===== src/rtl/mlu_pkg.sv =====
package mlu_pkg;
  typedef enum logic [2:0] {
    OPC_MUL_LO  = 3'h0,
    OPC_MAC_LO  = 3'h1,
    OPC_MUL_U64 = 3'h4,
    OPC_MUL_S64 = 3'h6,
    OPC_MAC_U64 = 3'h7
  } opc_e;

  typedef enum logic [1:0] {
    ACC_NONE = 2'd0,
    ACC_LOW  = 2'd1,
    ACC_WIDE = 2'd2
  } acc_e;
endpackage


===== src/rtl/mlu_decode.sv =====
module mlu_decode
  import mlu_pkg::*;
(
  input  logic [2:0] opc_i,
  output logic       valid_o,
  output logic       wide_o,
  output logic       signed_o,
  output acc_e       acc_o
);
  always_comb begin
    valid_o  = 1'b1;
    wide_o   = 1'b0;
    signed_o = 1'b0;
    acc_o    = ACC_NONE;
    case (opc_i)
      OPC_MUL_LO:  ;
      OPC_MAC_LO:  acc_o = ACC_LOW;
      OPC_MUL_U64: wide_o = 1'b1;
      OPC_MUL_S64: begin wide_o = 1'b1; signed_o = 1'b1; end
      OPC_MAC_U64: begin wide_o = 1'b1; acc_o = ACC_WIDE; end
      default:     valid_o = 1'b0;
    endcase
  end
endmodule


===== src/rtl/mlu_shift_add.sv =====
module mlu_shift_add #(
  parameter int W = 32
) (
  input  logic           clk,
  input  logic           rst,
  input  logic           load_i,
  input  logic [W-1:0]   a_i,
  input  logic [W-1:0]   b_i,
  output logic [2*W-1:0] prod_o,
  output logic           fin_o
);
  localparam int PW = 2 * W;
  localparam int CW = $clog2(W + 1);

  logic [PW-1:0] mcand_q, acc_q;
  logic [W-1:0]  mplier_q;
  logic [CW-1:0] cnt_q;
  logic          run_q, fin_q;

  always_ff @(posedge clk) begin
    if (rst) begin
      mcand_q  <= '0;
      acc_q    <= '0;
      mplier_q <= '0;
      cnt_q    <= '0;
      run_q    <= 1'b0;
      fin_q    <= 1'b0;
    end else begin
      fin_q <= 1'b0;
      if (load_i) begin
        mcand_q  <= {{W{1'b0}}, a_i};
        mplier_q <= b_i;
        acc_q    <= '0;
        cnt_q    <= '0;
        run_q    <= 1'b1;
      end else if (run_q) begin
        if (mplier_q[0]) acc_q <= acc_q + mcand_q;
        mcand_q  <= mcand_q << 1;
        mplier_q <= mplier_q >> 1;
        cnt_q    <= cnt_q + 1'b1;
        if (cnt_q == CW'(W - 1)) begin
          run_q <= 1'b0;
          fin_q <= 1'b1;
        end
      end
    end
  end

  assign prod_o = acc_q;
  assign fin_o  = fin_q;
endmodule


===== src/rtl/mlu_finish.sv =====
module mlu_finish
  import mlu_pkg::*;
#(
  parameter int W = 32
) (
  input  logic [2*W-1:0] mag_i,
  input  logic           neg_i,
  input  acc_e           acc_i,
  input  logic [W-1:0]   acc_lo_i,
  input  logic [W-1:0]   acc_hi_i,
  output logic [2*W-1:0] sum_o
);
  localparam int PW = 2 * W;
  logic [PW-1:0] prod;

  always_comb begin
    prod = neg_i ? (~mag_i + 1'b1) : mag_i;
    case (acc_i)
      ACC_LOW:  sum_o = prod + {{W{1'b0}}, acc_lo_i};
      ACC_WIDE: sum_o = prod + {acc_hi_i, acc_lo_i};
      default:  sum_o = prod;
    endcase
  end
endmodule


===== src/rtl/mul_long_unit.sv =====
module mul_long_unit
  import mlu_pkg::*;
#(
  parameter int W = 32
) (
  input  logic         clk,
  input  logic         rst,
  input  logic         start_i,
  input  logic [2:0]   opcode_i,
  input  logic [W-1:0] op_a_i,
  input  logic [W-1:0] op_b_i,
  input  logic [W-1:0] acc_lo_i,
  input  logic [W-1:0] acc_hi_i,
  output logic [W-1:0] res_lo_o,
  output logic [W-1:0] res_hi_o,
  output logic         wr_lo_o,
  output logic         wr_hi_o,
  output logic         done_o,
  output logic         undef_o
);
  localparam int PW = 2 * W;

  logic dec_valid, dec_wide, dec_signed;
  acc_e dec_acc;

  mlu_decode dec_i (
    .opc_i    (opcode_i),
    .valid_o  (dec_valid),
    .wide_o   (dec_wide),
    .signed_o (dec_signed),
    .acc_o    (dec_acc)
  );

  logic         busy_q, wide_q, neg_q;
  acc_e         acc_q;
  logic [W-1:0] acc_lo_q, acc_hi_q;
  logic         accept, load;
  logic [W-1:0] mag_a, mag_b;
  logic [PW-1:0] prod_mag, sum;
  logic         fin;

  assign accept = start_i && !busy_q;
  assign load   = accept && dec_valid;
  assign mag_a  = (dec_signed && op_a_i[W-1]) ? (~op_a_i + 1'b1) : op_a_i;
  assign mag_b  = (dec_signed && op_b_i[W-1]) ? (~op_b_i + 1'b1) : op_b_i;

  mlu_shift_add #(.W(W)) core_i (
    .clk    (clk),
    .rst    (rst),
    .load_i (load),
    .a_i    (mag_a),
    .b_i    (mag_b),
    .prod_o (prod_mag),
    .fin_o  (fin)
  );

  mlu_finish #(.W(W)) fin_i (
    .mag_i    (prod_mag),
    .neg_i    (neg_q),
    .acc_i    (acc_q),
    .acc_lo_i (acc_lo_q),
    .acc_hi_i (acc_hi_q),
    .sum_o    (sum)
  );

  always_ff @(posedge clk) begin
    if (rst) begin
      busy_q   <= 1'b0;
      wide_q   <= 1'b0;
      neg_q    <= 1'b0;
      acc_q    <= ACC_NONE;
      acc_lo_q <= '0;
      acc_hi_q <= '0;
      res_lo_o <= '0;
      res_hi_o <= '0;
      wr_lo_o  <= 1'b0;
      wr_hi_o  <= 1'b0;
      done_o   <= 1'b0;
      undef_o  <= 1'b0;
    end else begin
      done_o  <= 1'b0;
      wr_lo_o <= 1'b0;
      wr_hi_o <= 1'b0;
      undef_o <= 1'b0;
      if (accept) begin
        if (dec_valid) begin
          busy_q   <= 1'b1;
          wide_q   <= dec_wide;
          neg_q    <= dec_signed && (op_a_i[W-1] ^ op_b_i[W-1]);
          acc_q    <= dec_acc;
          acc_lo_q <= acc_lo_i;
          acc_hi_q <= acc_hi_i;
        end else begin
          undef_o <= 1'b1;
        end
      end
      if (fin) begin
        busy_q   <= 1'b0;
        done_o   <= 1'b1;
        wr_lo_o  <= 1'b1;
        res_lo_o <= sum[W-1:0];
        if (wide_q) begin
          wr_hi_o  <= 1'b1;
          res_hi_o <= sum[PW-1:W];
        end
      end
    end
  end
endmodule


===== config.mk =====
export PLATFORM = sky130hd
export DESIGN_NAME = mul_long_unit
export DESIGN_NICKNAME = d
export VERILOG_FILES = /design/src/rtl/mlu_pkg.sv /design/src/rtl/mlu_decode.sv /design/src/rtl/mlu_shift_add.sv /design/src/rtl/mlu_finish.sv /design/src/rtl/mul_long_unit.sv
export SDC_FILE = /design/constraint.sdc
export NUM_CORES = 1
export LEC_CHECK = 0
export BUFFER_PORTS_ARGS = -buffer_cell sky130_fd_sc_hd__buf_4
export CORE_AREA = 2 2 249 251
export DETAILED_ROUTE_END_ITERATION = 10
export DIE_AREA = 0 0 251 253
export GPL_ROUTABILITY_DRIVEN = 1
export PLACE_DENSITY = 0.59
export SLEW_MARGIN = 20
export SYNTH_ARGS = -nofsm -noshare
export SYNTH_HDL_FRONTEND = slang
export SYNTH_SLANG_ARGS = --single-unit
export TNS_END_PERCENT = 100

===== constraint.sdc =====
create_clock -name clk -period 5.2 [get_ports clk]
set_input_delay 0.26 -clock clk [delete_from_list [all_inputs] [get_ports clk]]
set_output_delay 0.26 -clock clk [all_outputs]
set_load 0.05 [all_outputs]

Word-level counts from Yosys, hierarchy flattened. Cells that the tools add are included.

Input bits: 134. Flip-flop bits (word level): 304.

Reduce and logical (&&, ||, !) cells: 18. Add/subtract/negate cells: 7. Muxes and demuxes: 19. Bitwise operators: 7. Equal/unequal tests: 7.

Operators with widths (number): $mux W32 (6); $add A64 B64 Y64 (2); $pmux W64 S2 (1); $add A32 B1 Y32 const B (2); $add A64 B1 Y64 const B (1); $add A64 B32 Y64 (1); $mux W64 (1); $not A32 Y32 (2); $not A64 Y64 (1); $mux W1 (10); $eq A3 B3 Y1 const B (3); $reduce_or A2 Y1 (4); $add A6 B1 Y6 const B (1); $eq A6 B5 Y1 const B (1); $reduce_and A2 Y1 (3); $reduce_or A3 Y1 (2); $logic_and A1 B1 Y1 (5); $reduce_or A5 Y1 (1); $pmux W2 S2 (1); $eq A3 B1 Y1 const B (1); $logic_not A3 Y1 (1); $not A1 Y1 (3); $eq A2 B1 Y1 const B (1); $eq A2 B2 Y1 const B (1); 3 further kinds (3).

Longest topological paths before layout. Gate-level depths: netlist (run 1).

Depth after elaboration: 5. Depth in mapped cells: 21. Mapped depth without buffers: 21.

Modules after synthesis. A second synthesis (run 1) with hierarchy kept.

Cells, all modules: 3094. Area total of the unflattened synthesis: 22925.7 sq um.

Modules (own cells, without submodules): mlu_shift_add (times used 1, sequential area each 3363.2 sq um, cells an instance 1345, area each 10438.8 sq um); mlu_finish (times used 1, sequential area each 0.0 sq um, cells an instance 966, area each 6302.3 sq um); mul_long_unit (times used 1, sequential area each 2722.6 sq um, cells an instance 775, area each 6125.9 sq um); mlu_decode (times used 1, sequential area each 0.0 sq um, cells an instance 8, area each 58.8 sq um).

Worst setup path after synthesis (run 1). No wires, ideal clock.

Path kind: flip-flop to flip-flop. Start: reg core_i.acc_q[3] (netlist: core_i.prod_o[3]). End: reg res_hi_o[14]. Cell stages (with the launch flop): 18. Arrival: 5.018 ns. Slack: 0.067 ns. Clock period less this slack: 5.133 ns. Cells stage by stage: dfxtp_1 > or4_1 > or3_1 > or4_4 > nand2b_1 > o41ai_1 > xnor2_1 > ha_1 > a21o_1 > a21o_1 > a221oi_1 > o21ai_0 > a221oi_1 > o22ai_1 > or2_2 > a21boi_0 > xor2_1 > a2111oi_0.

Longest elaborated chain between the ends: 5. Elaborated cells on any way between the ends: 6.

RTL lines: start, declared (RTL line mlu_shift_add.sv:15) `logic [PW-1:0] mcand_q, acc_q;`; start signal, assigned (RTL line mlu_shift_add.sv:37) `if (mplier_q[0]) acc_q <= acc_q + mcand_q;`; $not A64 Y64 (RTL line mlu_finish.sv:17) `prod = neg_i ? (~mag_i + 1'b1) : mag_i;`; $add A64 B1 Y64 (RTL line mlu_finish.sv:17); $mux W64 * (RTL line mlu_finish.sv:17); $add A64 B64 Y64 / $add A64 B32 Y64 (equally long branches) (RTL line mlu_finish.sv:20, mlu_finish.sv:19); $pmux W64 S2 * (RTL line mlu_finish.sv:18) `case (acc_i)`; end signal, assigned (RTL line mul_long_unit.sv:104) `res_hi_o <= sum[PW-1:W];`; end, declared (RTL line mul_long_unit.sv:15) `output logic [W-1:0] res_hi_o,`.

Mark *: on every way between the ends. The rest lies on a longest branch, timed or not. A chain may end at the register's enable or synchronous reset.

Final worst setup path (run 1).
Start: reg core_i.acc_q[3] (netlist: core_i.prod_o[3]). End: reg res_hi_o[31].

Same word-level chain as after synthesis.

==> results.yml, run 1 <==
floorplanning:
  die-area_mm2: 0.0635
  die_w_um: 251
  start_util: 0.356
  row_count: 91
  design.core.area_mm2: 0.0610
  ioPinCount: 202
  die_y_um: 253
finish:
  mostFrequentLayoutCell: "nand2_1"
  register_area_mm2: 0.00609
  layout_common_cells: "nand2_1, buf_4, dfxtp_1, a21oi_1, nor2_1"
  fin_util: 0.451
  area_growth_pct: 26.6
  nets: 3473
  n_fill_cell: 6113
  antenna_cells: 0
  layout-drive-gt1-share: 0.173
  design_area_mm2: 0.0275
  multiInputGateArea_mm2: 0.0153
timing:
  slew_violations: 0
  finalSetupViolCount: 0
  period_share: 0.997
  skew_ns: 0.0290
  rsz0062_at_grt: "yes"
  finalHoldViolCount: 0
  min_period_ns: 5.18
  tightestPinTransition_ns: 1.08
  slew_headroom: 0.282
  max_freq_ghz: 0.193
yosys:
  seq_area_frac_synth: 0.280
  avgSynthCellArea_um2: 7.61
  synth_seq_cells: 304
  syn-num-nets: 3136
  synth_area_mm2: 0.0217
  synth_cell_type_count: 76
  ys_warn_count: 0
  async_flop_share: 0
  synth_edf_count: 0
  ys.flop_type: "dfxtp_1"
  synth_cells: 2855
worst_hold_path:
  worstHoldEndpoint: "acc_q[1]"
  hold_path.class: "input pin to flop"
  hp-start: "opcode_i[0]"
  holdPathStages: 3
global_route:
  track_usage: 0.214
  grt_pass1_vias: 20100
  grt_start_max_net_pins: 188
  grt_pass1_wl_mm: 110
  overflow: 0
  antenna_found_initial: 1
routing:
  first_pass_iters: 5
  dr_total_vias: 21500
  drt_iter0_markers: 1518
  wl_per_cell_um: 17.4
  drt_wl_total_mm: 69.6
  vias_per_cell: 5.35
  ant_nets: 0
  route.detailed.drc: 0
setup_path:
  reg2reg_to: "res_hi_o[31]"
  critPathKind: "flop to flop"
  worstSetupStartpointType: "flop"
  crit_arrival_ns: 5.58
  end_kind: "flop"
  r2r_slack_ns: 0.02
  worstRegToRegCells: 21
  worst-path-max-fanout: 3
  rr_startpoint: "core_i.prod_o[3]"
  crit_required_ns: 5.60
clock_network:
  root_buffer: "clkbuf_16"
  cts_sinks: 304
  clk_path_buf_depth: 3
  htree_levels: 2
  cts_tree: "yes"
  clkTransAtPathRegs_ns: 0.06
  insertion_delay_ns: 0.57
  cts_inserted_buffers: 39
pwr:
  vdd_drop_max_v: 0.000222
  p_per_area_mw_per_mm2: 221
  leakage_nw: 11.6
placement:
  dpl-instance-area_mm2: 0.0249
  dpl.hpwl_mm: 52.2
  numPortBuffers: 201
  place_congestion: 0.955
status:
  status: "completed"
flow_run:
  maxCapViolCount: 0
## cells by family (layout without fill, tap and decap cells)
kind of cell    after synthesis  after routing  share of synthesized area
simple gates                992            992                      0.207
flops                       304            304                      0.280
compound gates              866            866                      0.251
buf+inv                     215            580                     0.0374
xor+xnor                    231            231                     0.0931
mux                         100            100                     0.0461
fa+ha+maj                   147            147                     0.0853
## through the flow
step | cells | power [mW] | TNS, ns | hold WS (ns) | setup slack, ns
after floorplan | 2855 | 3.01 | 0 | 0.377 | 0.0671
after global placement | 3856 | 3.30 | -0.794 | 0.434 | -0.162
final | 4010 | 6.08 | 0 | 0.0306 | 0.0176
after CTS | 3997 | 6.14 | 0 | 0.00504 | 0.00695
after detailed placement | 3856 | 3.30 | -1.24 | 0.446 | -0.181
after global routing | 4010 | 6.35 | -0.468 | 0.0172 | -0.155
## area by class of cell
type | count | share of cell area
clock inverter | 13 | 0.00582
timing repair buffer | 461 | 0.133
multi-input combinational | 2336 | 0.555
inverter | 50 | 0.00682
clock buffer | 56 | 0.0415
tap | 790 | 0.0359
sequential | 304 | 0.221
## where the power goes
part           switching [mW]  leakage [nW]  internal [mW]
Clock                    1.08         0.634           1.68
Sequential             0.0763          2.47           2.42
Combinational           0.458          8.53          0.370
## synthesized netlist by cell type (52+ instances only)
cell type  count  area share
a211oi_1      89       0.031
mux2i_1      100       0.046
xor2_1        56       0.023
o21ai_0      168       0.039
xnor2_1      175       0.071
ha_1         145       0.083
and2_1        52       0.015
clkbuf_1     143       0.025
nand2_1      417       0.072
nor2_1       260       0.045
a21oi_1      297       0.068
dfxtp_1      304        0.28
a21o_1        87       0.030
## how the worst max path moves through the flow
| stage | from | endpoint | slack (ns) |
|---|---|---|---|
| after floorplan | core_i.prod_o[3] | res_hi_o[14] | 0.07 |
| after global placement | core_i.prod_o[3] | res_hi_o[30] | -0.16 |
| after detailed placement | core_i.prod_o[3] | res_hi_o[30] | -0.18 |
| after CTS | core_i.prod_o[3] | res_hi_o[31] | 0.007 |
| after global routing | core_i.prod_o[3] | res_hi_o[31] | -0.16 |
| final | core_i.prod_o[3] | res_hi_o[31] | 0.02 |
## timing repair
item	in CTS	in global routing
gates cloned	0	0
pin swaps	5	39
endpoints found under the setup margin	13	26
hold buffers	70	0
hold endpoints to repair	71	0
gates resized for setup	15	93
setup buffers	2	13
## per-layer routing
metal  global-route usage  part of all wire
met1                0.313              0.50
met4               0.0554             0.021
met5                    0           0.00016
met3               0.0269             0.050
met2                0.329              0.43
## worst max-delay path, stage by stage, from the launching register on
cell      delay, ns
dfxtp_1        0.31
or4_4          0.54
or3_4          0.35
or4_4          0.55
buf_4          0.16
nor2b_4        0.15
nand2_2        0.08
or4_4          0.47
o41ai_4        0.27
xnor2_2        0.11
ha_1           0.34
a21o_1         0.19
a21oi_2        0.15
o211ai_1       0.11
a21oi_1        0.16
o21ai_0        0.09
o21a_1         0.19
a211oi_2       0.19
xnor2_1        0.11
or3_1          0.34
nand3_1        0.08
a21oi_1        0.06
## state kept, by name, summed over array words and instances, names as in the netlist
name,count
core_i.run_q,1
res_hi_o,32
res_lo_o,32
core_i.mcand_q,64
busy_q,1
core_i.cnt_q,6
undef_o,1
acc_hi_q,32
wr_hi_o,1
core_i.prod_o,64
neg_q,1
done_o,1
acc_lo_q,32
core_i.mplier_q,32
core_i.fin_o,1
wide_q,1
acc_q,2
No activity file was read; power rests on OpenSTA's default activity.
==> run 2, diff against run 1 <==
--- a/config.mk
+++ b/config.mk
@@ -11,6 +11,7 @@
 export DIE_AREA = 0 0 251 253
 export GPL_ROUTABILITY_DRIVEN = 1
 export PLACE_DENSITY = 0.59
+export REMOVE_ABC_BUFFERS = 1
 export SLEW_MARGIN = 20
 export SYNTH_ARGS = -nofsm -noshare
 export SYNTH_HDL_FRONTEND = slang
==> run 2 against run 1 <==
Net effect:
- the run now ends with negative setup slack left
- non-clock buffer count rose by 36
- sequential power barely moved
- combinational power shrank 1%
- sequential share of layout area fell by 0.19 points
- worst setup slack lost 0.021 ns
- die area stayed put
- routed wire length fell by 0.33%
- design area rose by 0.91%
- clock-buffer cell count increased by 1
- maximum frequency decreased by 0.40%
- largest power group unchanged
- highest routed layer is now met4
==> results.yml, run 2 (synthesis results as in run 1) <==
status:
  status: "finished, violations left"
  violations: "negative setup slack"
setup_path:
  crit_arrival_ns: 5.62
  crit_required_ns: 5.61
  critPathKind: "flop to flop"
  reg2reg_to: "res_hi_o[31]"
  worst-path-max-fanout: 4
  end_kind: "flop"
  cp_common_cell: "or4_4"
  crit_slowest_cell: "or4_4"
  r2r_slack_ns: -0.003
  worstRegToRegCells: 21
  worstSetupStartpointType: "flop"
  slowest_delay_ns: 0.57
  rr_startpoint: "core_i.prod_o[3]"
  cp_cell_sequence: "or4_4, or3_4, or4_4, nor2b_4, nand2_2, or4_4, o41ai_4, xnor2_2, ha_1, a21o_1, a21oi_2, o211ai_1, a21oi_1, o21ai_1, o21a_1, a211oi_2, buf_4, xnor2_2, or3_1, nand3_1, a21oi_1"
worst_hold_path:
  hold_path.class: "input pin to flop"
  holdPathStages: 3
  worstHoldEndpoint: "acc_hi_q[10]"
  hp-start: "acc_hi_i[10]"
routing:
  top_layer_used: "met4"
  wl_met1_mm: 33.8
  vias_per_cell: 5.26
  ant_nets: 0
  route.met3.wl_mm: 3.17
  drt_wl_total_mm: 69.4
  first_pass_iters: 7
  route.detailed.drc: 0
  wl_per_cell_um: 17.1
  wl_met2_mm: 30.8
  drt_iter0_markers: 1296
  dr_total_vias: 21300
finish:
  layout_common_cells: "buf_4, nand2_1, dfxtp_1, a21oi_1, nor2_1"
  register_area_mm2: 0.00609
  fin_util: 0.455
  layout-drive-gt1-share: 0.178
  multiInputGateArea_mm2: 0.0152
  antenna_cells: 0
  area_growth_pct: 27.7
  mostFrequentLayoutCell: "buf_4"
  n_fill_cell: 6213
  nets: 3509
  design_area_mm2: 0.0278
timing:
  period_share: 1.00
  finalSetupViolCount: 1
  rsz0062_at_grt: "yes"
  slew_violations: 0
  timing.hold.ws_ns: 0.0204
  fin_ws_ns: -0.00315
  tns_ns: -0.00315
  finalHoldViolCount: 0
  tightestPinTransition_ns: 1.01
  max_freq_ghz: 0.192
  min_period_ns: 5.20
  skew_ns: 0.0229
  slew_headroom: 0.324
placement:
  dpl-instance-area_mm2: 0.0253
  place_congestion: 0.923
  pre_cts_slack_ns: -0.327
  numPortBuffers: 201
  dpl.hpwl_mm: 52.1
clock_network:
  htree_levels: 2
  clkTransAtPathRegs_ns: 0.06
  clk_path_buf_depth: 3
  cts_inserted_buffers: 39
  cts_sinks: 304
  insertion_delay_ns: 0.57
  root_buffer: "clkbuf_16"
  cts_tree: "yes"
floorplanning:
  ioPinCount: 202
  die_w_um: 251
  die-area_mm2: 0.0635
  row_count: 91
  design.core.area_mm2: 0.0610
  start_util: 0.356
  die_y_um: 253
pwr:
  seqPwrFrac: 0.406
  leakage_nw: 11.8
  vdd_drop_max_v: 0.000180
  p_comb_frac: 0.133
  switching_share: 0.261
  clockPowerShare: 0.461
  p_sw_mw: 1.60
  p_per_area_mw_per_mm2: 221
  internal_power_mw: 4.54
global_route:
  grt_pass1_vias: 20200
  grt_start_max_net_pins: 188
  antenna_found_initial: 0
  grt_pass1_wl_mm: 110
  track_usage: 0.213
  overflow: 0
flow_run:
  maxCapViolCount: 0
## run 2: cell types whose count changed in the layout (fill, tap and decap cells not counted), sizes merged
| cell | delta |
|---|---|
| clkinv | -4 |
| bufinv | +2 |
| clkbuf | +1 |
| buf | +36 |
| inv | +1 |
## run 2: worst max-delay path by stage
stage                     start                end  slack [ns]
2_1_floorplan       opcode_i[1]  core_i.prod_o[16]       -3.70
3_3_place_gp   core_i.prod_o[3]       res_hi_o[31]       -0.24
3_5_place_dp   core_i.prod_o[3]       res_hi_o[31]       -0.33
4_1_cts        core_i.prod_o[3]       res_hi_o[31]       -0.04
5_1_grt        core_i.prod_o[3]       res_hi_o[31]       -0.24
6_report       core_i.prod_o[3]       res_hi_o[31]      -0.003
## run 2: cell type report
class | count | share of cell area
clock inverters | 12 | 0.00726
well taps | 790 | 0.0356
inverters | 50 | 0.00676
multi-input cells | 2336 | 0.549
repair buffers | 497 | 0.141
flip-flops and latches | 304 | 0.219
clock buffers | 57 | 0.0406
## run 2: what timing repair did
item                       4_1_cts  5_1_grt
hold buffers                    70        0
buffers inserted                 6        5
setup endpoints to repair       16       21
pin swaps                        5       30
gates cloned                     0        0
resized for setup               17       76
hold endpoints to repair        70        0
## run 2: routing by layer
layer	GRT usage	up-vias
met5	0	-
met1	0.298	9768
li1	-	11000
met2	0.344	420
met4	0.0558	0
met3	0.0300	84
## run 2: worst max-delay path: cells and delay by family (launching register included)
kind,cells,cell delay [ns]
AOI/OAI and AO/OA,9,1.46
DFF,1,0.32
adders and majority gates,1,0.28
buffers and inverters,1,0.16
and+or+nand+nor,8,2.59
xor gates and xnor gates,2,0.24
## run 2: metrics by stage
step,cells,total power [mW]
floorplan,2690,3.00
global placement,3896,3.30
detailed placement,3896,3.30
CTS,4041,6.20
global route,4046,6.40
finish,4046,6.14
## run 2: power groups by stage
stage / sequential [mW] / combinational, mW / clock [mW]
4_1_cts: 2.49 / 0.810 / 2.90
3_3_place_gp: 2.54 / 0.758 / 0
2_1_floorplan: 2.53 / 0.463 / 0
5_1_grt: 2.50 / 0.904 / 2.99
3_5_place_dp: 2.54 / 0.761 / 0
6_report: 2.49 / 0.818 / 2.83
